## src/rtl/gprf_pkg.sv

```systemverilog
package gprf_pkg;
  // Source of a read port result
  typedef enum logic [1:0] {
    SRC_ZERO   = 2'd0,
    SRC_STORE  = 2'd1,
    SRC_BYPASS = 2'd2
  } rd_src_e;
endpackage

```

## src/rtl/gprf_store.sv

```systemverilog
module gprf_store #(
  parameter int NUM_REGS = 32,
  parameter int DATA_W   = 32,
  localparam int ADDR_W  = $clog2(NUM_REGS)
) (
  input  logic              clk,
  input  logic              rst_n,
  input  logic              wr_en,
  input  logic [ADDR_W-1:0] wr_addr,
  input  logic [DATA_W-1:0] wr_data,
  input  logic [ADDR_W-1:0] rd_addr_a,
  input  logic [ADDR_W-1:0] rd_addr_b,
  output logic [DATA_W-1:0] stored_a,
  output logic [DATA_W-1:0] stored_b
);
  logic [DATA_W-1:0] regs_q [NUM_REGS];

  // Entry 0 holds no flops
  assign regs_q[0] = '0;

  for (genvar i = 1; i < NUM_REGS; i++) begin : g_entry
    logic entry_en;
    always_comb begin
      entry_en = wr_en && (wr_addr == ADDR_W'(i));
    end
    always_ff @(posedge clk or negedge rst_n) begin
      if (!rst_n) begin
        regs_q[i] <= '0;
      end else if (entry_en) begin
        regs_q[i] <= wr_data;
      end
    end
  end

  assign stored_a = regs_q[rd_addr_a];
  assign stored_b = regs_q[rd_addr_b];
endmodule

```

## src/rtl/gprf_read_port.sv

```systemverilog
module gprf_read_port #(
  parameter int ADDR_W = 5,
  parameter int DATA_W = 32
) (
  input  logic [ADDR_W-1:0] rd_addr,
  input  logic [DATA_W-1:0] stored,
  input  logic              wr_en,
  input  logic [ADDR_W-1:0] wr_addr,
  input  logic [DATA_W-1:0] wr_data,
  output logic [DATA_W-1:0] rd_data
);
  import gprf_pkg::*;

  rd_src_e src;

  always_comb begin
    if (rd_addr == '0) begin
      src = SRC_ZERO;
    end else if (wr_en && (wr_addr == rd_addr)) begin
      src = SRC_BYPASS;
    end else begin
      src = SRC_STORE;
    end
  end

  always_comb begin
    case (src)
      SRC_BYPASS: rd_data = wr_data;
      SRC_STORE:  rd_data = stored;
      default:    rd_data = '0;
    endcase
  end
endmodule

```

## src/rtl/gpr_bypass_file.sv

```systemverilog
module gpr_bypass_file #(
  parameter int NUM_REGS = 32,
  parameter int DATA_W   = 32,
  localparam int ADDR_W  = $clog2(NUM_REGS)
) (
  input  logic              clk,
  input  logic              rst_n,
  input  logic [ADDR_W-1:0] rd_addr_a,
  output logic [DATA_W-1:0] rd_data_a,
  input  logic [ADDR_W-1:0] rd_addr_b,
  output logic [DATA_W-1:0] rd_data_b,
  input  logic              wr_en,
  input  logic [ADDR_W-1:0] wr_addr,
  input  logic [DATA_W-1:0] wr_data
);
  localparam int NPORTS = 2;

  logic [DATA_W-1:0] stored_a, stored_b;
  logic [ADDR_W-1:0] port_addr   [NPORTS];
  logic [DATA_W-1:0] port_stored [NPORTS];
  logic [DATA_W-1:0] port_data   [NPORTS];

  gprf_store #(.NUM_REGS(NUM_REGS), .DATA_W(DATA_W)) u_store (
    .clk(clk), .rst_n(rst_n),
    .wr_en(wr_en), .wr_addr(wr_addr), .wr_data(wr_data),
    .rd_addr_a(rd_addr_a), .rd_addr_b(rd_addr_b),
    .stored_a(stored_a), .stored_b(stored_b)
  );

  assign port_addr[0]   = rd_addr_a;
  assign port_addr[1]   = rd_addr_b;
  assign port_stored[0] = stored_a;
  assign port_stored[1] = stored_b;

  for (genvar p = 0; p < NPORTS; p++) begin : g_port
    gprf_read_port #(.ADDR_W(ADDR_W), .DATA_W(DATA_W)) u_rp (
      .rd_addr(port_addr[p]), .stored(port_stored[p]),
      .wr_en(wr_en), .wr_addr(wr_addr), .wr_data(wr_data),
      .rd_data(port_data[p])
    );
  end

  assign rd_data_a = port_data[0];
  assign rd_data_b = port_data[1];
endmodule

```

## config.mk

```make
export PLATFORM = sky130hd
export DESIGN_NAME = gpr_bypass_file
export DESIGN_NICKNAME = d
export VERILOG_FILES = /design/src/rtl/gprf_pkg.sv /design/src/rtl/gprf_store.sv /design/src/rtl/gprf_read_port.sv /design/src/rtl/gpr_bypass_file.sv
export SDC_FILE = /design/constraint.sdc
export NUM_CORES = 2
export LEC_CHECK = 0
export BUFFER_PORTS_ARGS = -buffer_cell sky130_fd_sc_hd__buf_2
export CAP_MARGIN = 20
export CORE_MARGIN = 10
export CORE_UTILIZATION = 55
export CTS_CLUSTER_DIAMETER = 30
export DETAILED_ROUTE_END_ITERATION = 10
export PLACE_DENSITY = 0.71
export SLEW_MARGIN = 0
export SYNTH_ARGS = -nofsm -noshare
export SYNTH_HDL_FRONTEND = slang
export SYNTH_HIERARCHICAL = 1
export SYNTH_SLANG_ARGS = --single-unit
```

## constraint.sdc

```tcl
create_clock -name clk -period 2.45 [get_ports clk]
set_input_delay 0.245 -clock clk [delete_from_list [all_inputs] [get_ports clk]]
set_output_delay 0.245 -clock clk [all_outputs]
set_load 0.03 [all_outputs]
```

==> impl_metrics.py <==
metrics = {
    "run_status": {
        "status": "finished with violations",
        "violations": "negative setup slack",
    },
    "worst_hold_path": {
        "hold_path_class": "primary input to flop",
        "hold_depth": 2,
        "whs_endpoint": "u_store/regs_q[736]",
        "hold_start": "wr_data[0]",
    },
    "grt": {
        "antenna_found_initial": 4,
        "grt_pass1_vias": 41440,
        "grt_pass1_wl_um": 272100,
        "grt_use_total": 0.3235,
        "grt_start_max_net_pins": 91,
        "overflow": 0,
    },
    "flow_run": {
        "maxCapViolations": 0,
    },
    "timing": {
        "period_minus_slack_ns": 2.876,
        "slew_headroom": 0.4600,
        "finClkSkew_ns": 0,
        "tightestPinTransition_ns": 0.8100,
        "fmax_mhz": 347.8,
        "setup_ws_ns": -0.4256,
        "hold_slack_ns": 0.08471,
        "hold_viol": 0,
        "tns_ns": -18.27,
        "finalCritPeriodShare": 1.174,
        "drv_slew": 0,
        "rsz0062_at_grt": "yes",
        "setup_viol_count_final": 64,
    },
    "critical_path": {
        "cp_cell_sequence": "mux4_2, a22o_1, o21ai_2, o31ai_2, nand2_1, o21ai_1, buf_4",
        "critPathMaxFanout": 3,
        "slowest_delay_ns": 0.49,
        "r2r-start": "u_store/regs_q[37]",
        "critPathKind": "flop to primary output",
        "slowest_stage": "mux4_2",
        "start_kind": "flop",
        "worstPathRequired_ns": 2.20,
        "r2r_cells": 3,
        "r2r_end": "u_store/regs_q[37]",
        "crit_arrival_ns": 2.63,
        "reg2reg_slack_ns": 1.41,
        "cp-end-kind": "primary output",
    },
    "drt": {
        "drcViolationCount": 0,
        "dr.pass1.iters": 5,
        "postRouteAntennaNets": 0,
        "wl_per_cell_um": 32.40,
        "wirelength_um": 182400,
        "via_per_inst": 7.086,
        "vias": 39900,
        "drt_iter0_drc": 4565,
    },
    "power": {
        "switching_share": 0.2742,
        "powerDensity_nw_per_um2": 947.0,
        "p_leak_uw": 0.02987,
        "clockPowerShare": 0.470,
        "power_frac_comb": 0.186,
        "pwr-share-seq": 0.344,
        "p_sw_uw": 17680,
        "internal_power_uw": 46810,
        "vdd_drop_max_uv": 698.7,
    },
    "floorplan": {
        "die-area_sq_um": 112100,
        "core-area_sq_um": 98280,
        "die_w_um": 334.8,
        "initial_core_util": 0.5544,
        "die_y_um": 334.8,
        "boundaryPins": 114,
        "row_count": 115,
    },
    "synth": {
        "synth_seq_cells": 992,
        "synth-main-ff-cell": "dfrtp_1",
        "synth.avg_cell_area_sq_um": 14.03,
        "syn_nets": 3935,
        "netlist-cell-type-count": 36,
        "yosys-top-cells-count": "mux2_2, dfrtp_1, mux4_2",
        "synth_top_cell_area_share": 0.4556,
        "synth_edf_count": 0,
        "yosys.area.top_type": "dfrtp_1",
        "netlist_instances": 3885,
        "syn_area_sq_um": 54490,
        "yosys-top-cells-area": "dfrtp_1, mux2_2, mux4_2",
        "seq_area_frac_synth": 0.4556,
        "synth.most_common_cell": "mux2_2",
        "synthArstFlopShare": 1.000,
        "yosys_warnings": 6,
    },
    "clocking": {
        "cts_tree": "done",
        "cts_max_level": 4,
        "path_clk_slew_ns": 0.05,
        "cts_buffers": 218,
        "clockBufferDepth": 3,
        "cts_sinks": 992,
        "root_buffer": "clkbuf_16",
        "clk_latency_ns": 0.81,
    },
    "finish": {
        "layout-drive-gt1-share": 0.5629,
        "fin_cells": 5630,
        "top_regs": "u_store/regs_q (992)",
        "top_register": "u_store/regs_q",
        "largest_register_ffs": 992,
        "area_growth_pct": 24.99,
        "nNetsFinal": 4200,
    },
    "placed_design": {
        "hpwl_um": 106800,
        "place.gp.congestion": 0.8554,
        "dpl.cell_count": 5183,
        "port-buffer-count": 113,
    },
}
-- per-stage QoR --
stage                     area, sq um  utilization  power [uW]  setup slack [ns]
after floorplan                 54490            -       29570          0.008123
after global placement          59130       0.6017       32890           -0.1399
after detailed placement        59130       0.6017       33350           -0.1427
after CTS                       67820       0.6901       64280           -0.4178
after global routing            68100       0.6930       66640           -0.4879
final                           68100       0.6930       64490           -0.4256
-- cell families (layout without fill, tap and decap cells) --
family / Yosys count / count (layout) / synth area share
buf+inv: 442 / 899 / 0.03771
simple gates: 329 / 329 / 0.03114
other cells: 0 / 1 / 0
xor+xnor: 10 / 10 / 0.001608
mux: 1600 / 1600 / 0.4064
flops: 992 / 992 / 0.4556
compound gates: 512 / 512 / 0.06760
-- worst max-delay path: cells and delay by family (launching register included) --
family,cells,cell delay (ns)
mux,1,0.49
compound gates,4,0.67
buf+inv,1,0.17
simple gates,1,0.10
flops,1,0.39
-- placed cells by master, fill, tap and decap left out, types with 71 or more instances in the layout --
cell / Yosys / routed
mux2_2: 1010 / 1008
buf_4: 34 / 257
clkbuf_16: 0 / 218
a22o_1: 192 / 192
mux4_2: 384 / 384
o21ai_2: 0 / 71
nand2_1: 145 / 130
dfrtp_1: 992 / 992
mux2i_1: 160 / 155
buf_12: 0 / 134
-- metal layers --
layer	wire [um]	track usage	vias up
li1	-	-	15650
met1	70490	0.4349	20940
met2	81990	0.4854	2720
met4	8849	0.1464	4
met3	21050	0.09262	585
met5	21	0	-
-- area by class of cell --
type	instances	area, sq um
diodes	1	2.502
clock buffers	280	5998
clock inverters	132	1789
fillers	6344	30170
inverters	2	10.01
multi-input cells	2451	28450
flip-flops and latches	992	24820
well taps	1287	1610
repair buffers	485	5423
-- power groups by stage --
stage | Sequential [uW] | Combinational [uW] | Clock (uW)
final | 22200 | 12000 | 30300
after global placement | 22000 | 10800 | 0
after floorplan | 21300 | 8240 | 0
after detailed placement | 22200 | 11100 | 0
after CTS | 22000 | 11800 | 30500
after global routing | 22500 | 12700 | 31400
-- what timing repair did --
action,in CTS,in global routing
hold endpoints to repair,483,0
pin swaps,164,92
setup buffers,23,16
hold buffers,4,0
endpoints found under the setup margin,64,64
resized for setup,234,42
-- worst max-delay path by stage --
stage          slack (ns)           startpoint            end  depth (start not counted)
5_1_grt             -0.49   u_store/regs_q[31]  rd_data_b[31]                          8
6_report            -0.43  u_store/regs_q[243]  rd_data_b[19]                          7
4_1_cts             -0.42  u_store/regs_q[179]  rd_data_b[19]                          7
3_3_place_gp        -0.14         rd_addr_b[0]   rd_data_b[8]                         10
2_1_floorplan       0.008         rd_addr_b[0]  rd_data_b[30]                         11
3_5_place_dp        -0.14         rd_addr_a[0]  rd_data_a[23]                         10
No activity file was read; power rests on OpenSTA's default activity.
